===== src/rtl/sg_pkg.sv =====
package sg_pkg;
  localparam int unsigned REG_W      = 8;
  localparam int unsigned BIT_NMI_DIS = 5;
  localparam int unsigned BIT_INT_DIS = 4;
  localparam int unsigned BIT_STBY    = 1;
  localparam logic [REG_W-1:0] LIVE_MASK = 8'h32;

  typedef enum logic [1:0] {
    OP_BYTE = 2'd0,
    OP_SET  = 2'd1,
    OP_CLR  = 2'd2,
    OP_INV  = 2'd3
  } sg_op_e;
endpackage


===== src/rtl/sg_unlock.sv =====
module sg_unlock #(
  parameter int unsigned ADDR_W   = 4,
  parameter logic [ADDR_W-1:0] CMD_ADDR = '0,
  parameter logic [ADDR_W-1:0] CTL_ADDR = 1
) (
  input  logic              clk,
  input  logic              rst,
  input  logic              bus_valid,
  input  logic              bus_write,
  input  logic [ADDR_W-1:0] bus_addr,
  output logic              ctl_wr,
  output logic              ctl_rd,
  output logic              unlocked
);
  logic armed_q;

  assign ctl_wr   = bus_valid && bus_write && (bus_addr == CTL_ADDR);
  assign ctl_rd   = bus_valid && !bus_write && (bus_addr == CTL_ADDR);
  assign unlocked = armed_q;

  // Any access re-evaluates the unlock: only a command write leaves it armed.
  always_ff @(posedge clk) begin
    if (rst)
      armed_q <= 1'b0;
    else if (bus_valid)
      armed_q <= bus_write && (bus_addr == CMD_ADDR);
  end
endmodule


===== src/rtl/sg_wake.sv =====
module sg_wake #(
  parameter int unsigned N_IRQ = 8
) (
  input  logic             clk,
  input  logic             rst,
  input  logic             nmi_pin,
  input  logic [N_IRQ-1:0] irq_req,
  input  logic [N_IRQ-1:0] irq_mask,
  input  logic             nmi_block,
  input  logic             int_block,
  output logic             release_evt
);
  logic nmi_prev_q;
  logic nmi_rise;
  logic irq_hit;

  always_ff @(posedge clk) begin
    if (rst)
      nmi_prev_q <= 1'b0;
    else
      nmi_prev_q <= nmi_pin;
  end

  assign nmi_rise    = nmi_pin && !nmi_prev_q;
  assign irq_hit     = |(irq_req & ~irq_mask);
  assign release_evt = (nmi_rise && !nmi_block) || (irq_hit && !int_block);
endmodule


===== src/rtl/sg_core.sv =====
module sg_core
  import sg_pkg::*;
(
  input  logic             clk,
  input  logic             rst,
  input  logic             ctl_wr,
  input  logic             ctl_rd,
  input  logic             unlocked,
  input  logic [1:0]       op,
  input  logic [2:0]       bitsel,
  input  logic [REG_W-1:0] wdata,
  input  logic             release_evt,
  input  logic             mode_stop,
  output logic [REG_W-1:0] ctl_q,
  output logic [REG_W-1:0] rdata,
  output logic             stby_stop,
  output logic             wake,
  output logic             prot_err
);
  logic [REG_W-1:0] cand;
  logic [REG_W-1:0] cand_m;
  logic [REG_W-1:0] next_v;
  logic [REG_W-1:0] onehot;
  logic             illegal;
  logic             accept;
  logic             err_now;
  logic             wake_d;

  assign onehot = REG_W'(1) << bitsel;

  always_comb begin
    unique case (sg_op_e'(op))
      OP_BYTE: cand = wdata;
      OP_SET:  cand = ctl_q | onehot;
      OP_CLR:  cand = ctl_q & ~onehot;
      OP_INV:  cand = ctl_q ^ onehot;
      default: cand = ctl_q;
    endcase
  end

  assign cand_m  = cand & LIVE_MASK;
  assign illegal = cand_m[BIT_STBY] &&
                   ((cand_m[BIT_NMI_DIS] != ctl_q[BIT_NMI_DIS]) ||
                    (cand_m[BIT_INT_DIS] != ctl_q[BIT_INT_DIS]));
  assign accept  = ctl_wr && unlocked && !illegal;
  assign err_now = ctl_wr && (!unlocked || illegal);

  always_comb begin
    next_v = accept ? cand_m : ctl_q;
    wake_d = 1'b0;
    if (next_v[BIT_STBY] && release_evt) begin
      next_v[BIT_STBY] = 1'b0;
      wake_d = 1'b1;
    end
  end

  always_ff @(posedge clk) begin
    if (rst) begin
      ctl_q     <= '0;
      rdata     <= '0;
      stby_stop <= 1'b0;
      wake      <= 1'b0;
      prot_err  <= 1'b0;
    end else begin
      ctl_q    <= next_v;
      wake     <= wake_d;
      prot_err <= prot_err || err_now;
      if (ctl_rd)
        rdata <= ctl_q;
      if (!next_v[BIT_STBY])
        stby_stop <= 1'b0;
      else if (!ctl_q[BIT_STBY])
        stby_stop <= mode_stop;
    end
  end
endmodule


===== src/rtl/standby_guard.sv =====
module standby_guard
  import sg_pkg::*;
#(
  parameter int unsigned ADDR_W = 4,
  parameter int unsigned N_IRQ  = 8,
  parameter logic [ADDR_W-1:0] CMD_ADDR = '0,
  parameter logic [ADDR_W-1:0] CTL_ADDR = 1
) (
  input  logic              clk,
  input  logic              rst,
  input  logic              bus_valid,
  input  logic              bus_write,
  input  logic [ADDR_W-1:0] bus_addr,
  input  logic [1:0]        bus_op,
  input  logic [2:0]        bus_bit,
  input  logic [7:0]        bus_wdata,
  output logic [7:0]        bus_rdata,
  input  logic              nmi_pin,
  input  logic [N_IRQ-1:0]  irq_req,
  input  logic [N_IRQ-1:0]  irq_mask,
  input  logic              mode_stop,
  output logic              stby_req,
  output logic              stby_stop,
  output logic              wake_pulse,
  output logic              prot_err
);
  logic             ctl_wr;
  logic             ctl_rd;
  logic             unlocked;
  logic             release_evt;
  logic [REG_W-1:0] ctl_q;

  sg_unlock #(.ADDR_W(ADDR_W), .CMD_ADDR(CMD_ADDR), .CTL_ADDR(CTL_ADDR)) u_unlock (
    .clk(clk), .rst(rst), .bus_valid(bus_valid), .bus_write(bus_write),
    .bus_addr(bus_addr), .ctl_wr(ctl_wr), .ctl_rd(ctl_rd), .unlocked(unlocked)
  );

  sg_wake #(.N_IRQ(N_IRQ)) u_wake (
    .clk(clk), .rst(rst), .nmi_pin(nmi_pin), .irq_req(irq_req),
    .irq_mask(irq_mask), .nmi_block(ctl_q[BIT_NMI_DIS]),
    .int_block(ctl_q[BIT_INT_DIS]), .release_evt(release_evt)
  );

  sg_core u_core (
    .clk(clk), .rst(rst), .ctl_wr(ctl_wr), .ctl_rd(ctl_rd), .unlocked(unlocked),
    .op(bus_op), .bitsel(bus_bit), .wdata(bus_wdata), .release_evt(release_evt),
    .mode_stop(mode_stop), .ctl_q(ctl_q), .rdata(bus_rdata),
    .stby_stop(stby_stop), .wake(wake_pulse), .prot_err(prot_err)
  );

  assign stby_req = ctl_q[BIT_STBY];
endmodule


===== config.mk =====
export PLATFORM = sky130hd
export DESIGN_NAME = standby_guard
export DESIGN_NICKNAME = d
export VERILOG_FILES = /design/src/rtl/sg_pkg.sv /design/src/rtl/sg_unlock.sv /design/src/rtl/sg_wake.sv /design/src/rtl/sg_core.sv /design/src/rtl/standby_guard.sv
export SDC_FILE = /design/constraint.sdc
export NUM_CORES = 1
export LEC_CHECK = 0
export ABC_AREA = 1
export BUFFER_PORTS_ARGS = -buffer_cell sky130_fd_sc_hd__buf_2
export CAP_MARGIN = 10
export CORE_MARGIN = 10
export CORE_UTILIZATION = 40
export DETAILED_ROUTE_END_ITERATION = 8
export PLACE_DENSITY_LB_ADDON = 0.2
export SYNTH_ARGS = -nofsm -noshare
export SYNTH_HDL_FRONTEND = slang
export SYNTH_HIERARCHICAL = 1
export SYNTH_SLANG_ARGS = --single-unit

===== constraint.sdc =====
create_clock -name clk -period 2.15 [get_ports clk]
set_clock_uncertainty 0.1 [all_clocks]
set_input_delay 0 -clock clk [delete_from_list [all_inputs] [get_ports clk]]
set_output_delay 0 -clock clk [all_outputs]
set_load 0.03 [all_outputs]

Word-level counts from Yosys, hierarchy flattened
Index checks and enable logic that the tools add are counted.
- output and inout port bits: 12
- latch bits: 0
- memories: 0
- RAM bits: 0
- input bits: 39
- flip-flop bits (word level): 11
- logic and storage cells: 53
- memory bits (read-only): 0
- mux-type cells: 4
- eq/ne operators: 6
- $add $sub $neg: 0
- divide/modulo/power cells: 0
- bitwise gates (word level): 7
- reduce and logical (&&, ||, !) cells: 27
- magnitude comparators: 0
- multipliers: 0
- shifts and indexed selects: 1
- operators with widths (cell ; count):
    one-hot mux 6 bit (4 select lines) ; 1
    logical AND 1 bit ; 13
    AND 8 bit ; 1
    NOT 8 bit ; 1
    OR reduction 8 bit ; 1
    AND 6 bit ; 1
    zero test 1 bit ; 6
    NOT 6 bit ; 1
    OR 6 bit ; 1
    left shift 1 x 3 -> 6 bit, first input constant ; 1
    XOR 6 bit ; 1
    == test 2 bit, second input constant ; 2
    == test 4 x 1 -> 1 bit, second input constant ; 1
    zero test 4 bit ; 1
    logical OR 1 bit ; 4
    == test 2 x 1 -> 1 bit, second input constant ; 1
    zero test 2 bit ; 1
    2-to-1 mux 1 bit ; 2
    2-to-1 mux 2 bit ; 1
    != test 1 bit ; 2
    OR reduction 2 bit ; 1
    NOT 1 bit ; 1

Depth between registers and ports, before layout
- depth in word-level cells: 14
- gate-level depth with buffers: 15
- depth with buffers taken out: 15

Modules after synthesis
Netlist, hierarchy kept.
- modules (own cells, without submodules) (module ; cells an instance ; instances ; area each (um^2) ; sequential area each (um^2)):
    sg_core ; 96 ; 1 ; 703.2 ; 180.2
    sg_wake ; 30 ; 1 ; 131.4 ; 20.0
    sg_unlock ; 12 ; 1 ; 80.1 ; 20.0

Worst setup path before layout
OpenSTA, ideal clock, no wires.
- kind: flip-flop to flip-flop
- from: register u_core.ctl_q[1]
- to: register u_core.prot_err
- setup slack: 0.300 ns
- arrival: 1.636 ns
- clock period less this slack: 1.850 ns
- cell stages (with the launch flop): 11
- setup time: 0.114 ns
- data required time: 1.936 ns
- buffers on the path: 0
- cells stage by stage: dfxtp_1 inv_1 ha_1 nand3_1 o2111ai_1 o21ai_0 inv_2 nand2_2 nand2_1 a21oi_1 nor2_1
- word-level cells in the longest chain between the ends: 6
- elaborated cells on any way between the ends: 8
- classes of those cells: mux: 1; bitwise: 3; reduce/logical: 4
- RTL lines (item ; line ; source):
    start, declared ; sg_core.sv:14 ; output logic [REG_W-1:0] ctl_q,
    start signal, assigned ; sg_core.sv:65 ; ctl_q <= next_v;
    XOR 6 bit (tied with other cells) ; sg_core.sv:36 ; OP_INV: cand = ctl_q ^ onehot;
    one-hot mux 6 bit (4 select lines) * ; sg_core.sv:32 ; unique case (sg_op_e'(op))
    logical AND 1 bit * ; sg_core.sv:42 ; assign illegal = cand_m[BIT_STBY] &&
    logical OR 1 bit * ; sg_core.sv:46 ; assign err_now = ctl_wr && (!unlocked || illegal);
    logical AND 1 bit * ; sg_core.sv:46 ;
    logical OR 1 bit * ; sg_core.sv:67 ; prot_err <= prot_err || err_now;
    end signal, assigned ; sg_core.sv:67 ;
    end, declared ; sg_core.sv:18 ; output logic prot_err
Mark *: on every way between the ends. The rest lies on a longest branch, timed or not.
A chain may end at the register's enable or synchronous reset.

Final worst setup path
- from: register u_core.ctl_q[5]
- to: register u_core.stby_stop
- word-level cells in the longest chain between the ends: 12
- elaborated cells on any way between the ends: 17
- classes of those cells: eq/ne: 1; mux: 3; bitwise: 4; reduce/logical: 9
- RTL lines (item ; line ; source):
    XOR 6 bit (tied with other cells) ; sg_core.sv:36 ;
    one-hot mux 6 bit (4 select lines) ; sg_core.sv:32 ;
    != test 1 bit ; sg_core.sv:43 ; ((cand_m[BIT_NMI_DIS] != ctl_q[BIT_NMI_DIS]) ||
    logical OR 1 bit ; sg_core.sv:43 ;
    logical AND 1 bit ; sg_core.sv:42 ;
    zero test 1 bit ; sg_core.sv:45 ; assign accept = ctl_wr && unlocked && !illegal;
    logical AND 1 bit ; sg_core.sv:45 ;
    2-to-1 mux 2 bit ; sg_core.sv:49 ; next_v = accept ? cand_m : ctl_q;
    logical AND 1 bit ; sg_core.sv:51 ; if (next_v[BIT_STBY] && release_evt) begin
    2-to-1 mux 1 bit * ; sg_core.sv:51 ;
    NOT 1 bit (no line) * ; n/a ;
    OR reduction 2 bit (no line) * ; n/a ;
    end signal, assigned ; sg_core.sv:73 ; stby_stop <= mode_stop;
    end, declared ; sg_core.sv:16 ; output logic stby_stop,
Marks and branches as above.

==> metrics.txt <==
layout cells sized above 1 32.6%; average size of a mapped cell 6.59 um^2; R2R cell count 14; Cells after Synth 133; DRC viols 0; highest net fanout along the worst path 5; r2r endpoint u_core/stby_stop; drt wl/cell 10.9 um; height of the chip 66.8 um; vias per inst 4.56; I/O Pins 51; WHS Path Cells 4; root buf cell clkbuf_4; Setup crit start kind register; CTS max path bufs 2; Final ANT Viol Nets 0; minimum clock period 1850 ps; Leak 0.645 nW; Fmax achieved 541 MHz; global route overflow 0; Rows 16; arrival time of the worst setup path 1960 ps; core area 2020 um^2; die area 4470 um^2; setup bufs post-CTS 0; Final GP Congestion 0.767; Max Transition Viols Final 0; hold endpoint u_core/rdata[1]; max_cap viols 0; chip width 66.8 um; fillers 215; 1st-pass router iterations 4; ANT cells 0; Setup crit end kind register; drt total wl 2.27 mm; H-tree lvl count 1; 1st-iter DRT viols 23; run status finished, final reports clean; vias in the first global route 908; Peak VDD IR 0.390 mV; final worst-path cycle share 85.9%; detailed placement HPWL 1.95 mm; Resize count post-CTS 0; Reg2Reg Launch Point u_core/ctl_q[5]; RSZ-0062 raised after global routing no; area grow syn2layout 32.7%; Reg clk slew, reported paths 70 ps; initial antenna violation count 0; post-layout util 57.5%; Req. time, crit path 2260 ps; Setup CP Type register to register; CTS Buf Count 3; TritonCTS clock tree done; r2r setup slk 300 ps; PortBufs 40; Synth Warn # 6; fin nets 227; total negative setup slack 0 ps; first-pass GRT wire length 3.75 mm; Final Hold Violating Endpoints 0; CTS Hold Bufs 6; final setup vio count 0; Initial Utilization 43.4%; pwr dens 394 nW/um^2; Post-Syn Area 877 um^2; gr usage total 10.2%; Sinks on Clock Net 11; Min-Delay Startpoint bus_valid; hold crit path type input port to register; Clock Latency Late Sink 270 ps; via count 948; largest net degree at the start of global routing 12
[power breakdown]
group	total, mW	switching (mW)	internal, mW
Sequential	0.206	0.000696	0.206
Combinational	0.111	0.0628	0.0485
Clock	0.141	0.0687	0.0718
[cells in the final DEF, fill, tap and decap left out, drive strengths merged]
cell type and n:
nor3 1, clkbuf 4, nand2 35, ha 6
a21oi 8, nand3 13, conb 5, dfxtp 11
mux2i 1, or3 1, nor2 14, o2111ai 1
buf 40, nand4 2, or2 2, dlygate4sd3 6
inv 24, o21ai 5, nand3b 2
[worst max-delay path: stages (launching register included)]
cell,delay (ps)
dfxtp_1,400
inv_1,110
ha_1,290
nand3_1,70
nand2_1,100
inv_1,50
nand2_1,70
nand3_1,60
nand2_1,70
nand2_1,60
nand2_2,110
nand2_4,80
nand2_4,70
nand3_2,80
nor2_2,80
[routing by layer]
| metal | GRT usage, % | wire, um |
|---|---|---|
| met4 | 2.36 | 14 |
| met5 | 0 | 0 |
| met1 | 10.7 | 925 |
| met2 | 18.2 | 1090 |
| met3 | 4.35 | 238 |
[how the worst max path moves through the flow]
stage / start / end
floorplan: u_core/ctl_q[1] / u_core/prot_err
global placement: u_core/ctl_q[5] / u_core/stby_stop
detailed placement: u_core/ctl_q[5] / u_core/stby_stop
CTS: u_core/ctl_q[5] / u_core/stby_stop
global route: u_core/ctl_q[5] / u_core/prot_err
finish: u_core/ctl_q[5] / u_core/stby_stop
[stage by stage]
step	power (mW)	setup WS, ps	std cells	hold WS, ps	instance area [um^2]
finish	0.458	302	208	34.0	1160
global route	0.485	91.2	208	59.0	1160
CTS	0.462	295	208	28.9	1160
detailed placement	0.314	320	198	120	1080
global placement	0.310	336	198	115	1080
floorplan	0.280	300	137	-37.6	892
[state kept, by name, indices dropped and copies added (netlist names)]
name,cells
u_core/wake,1
u_wake/nmi_prev_q,1
u_core/rdata,3
u_core/ctl_q,3
u_core/prot_err,1
u_core/stby_stop,1
u_unlock/unlocked,1
[final cells by class]
type                    count  area, um^2  area share, %
repair buffers             46         260           22.4
inverters                  24        90.1           7.74
well taps                  27        33.8           2.90
multi-input cells          96         533           45.8
clock buffers               4        26.3           2.26
flip-flops and latches     11         220           18.9
Power figures use the tool's default switching activity.
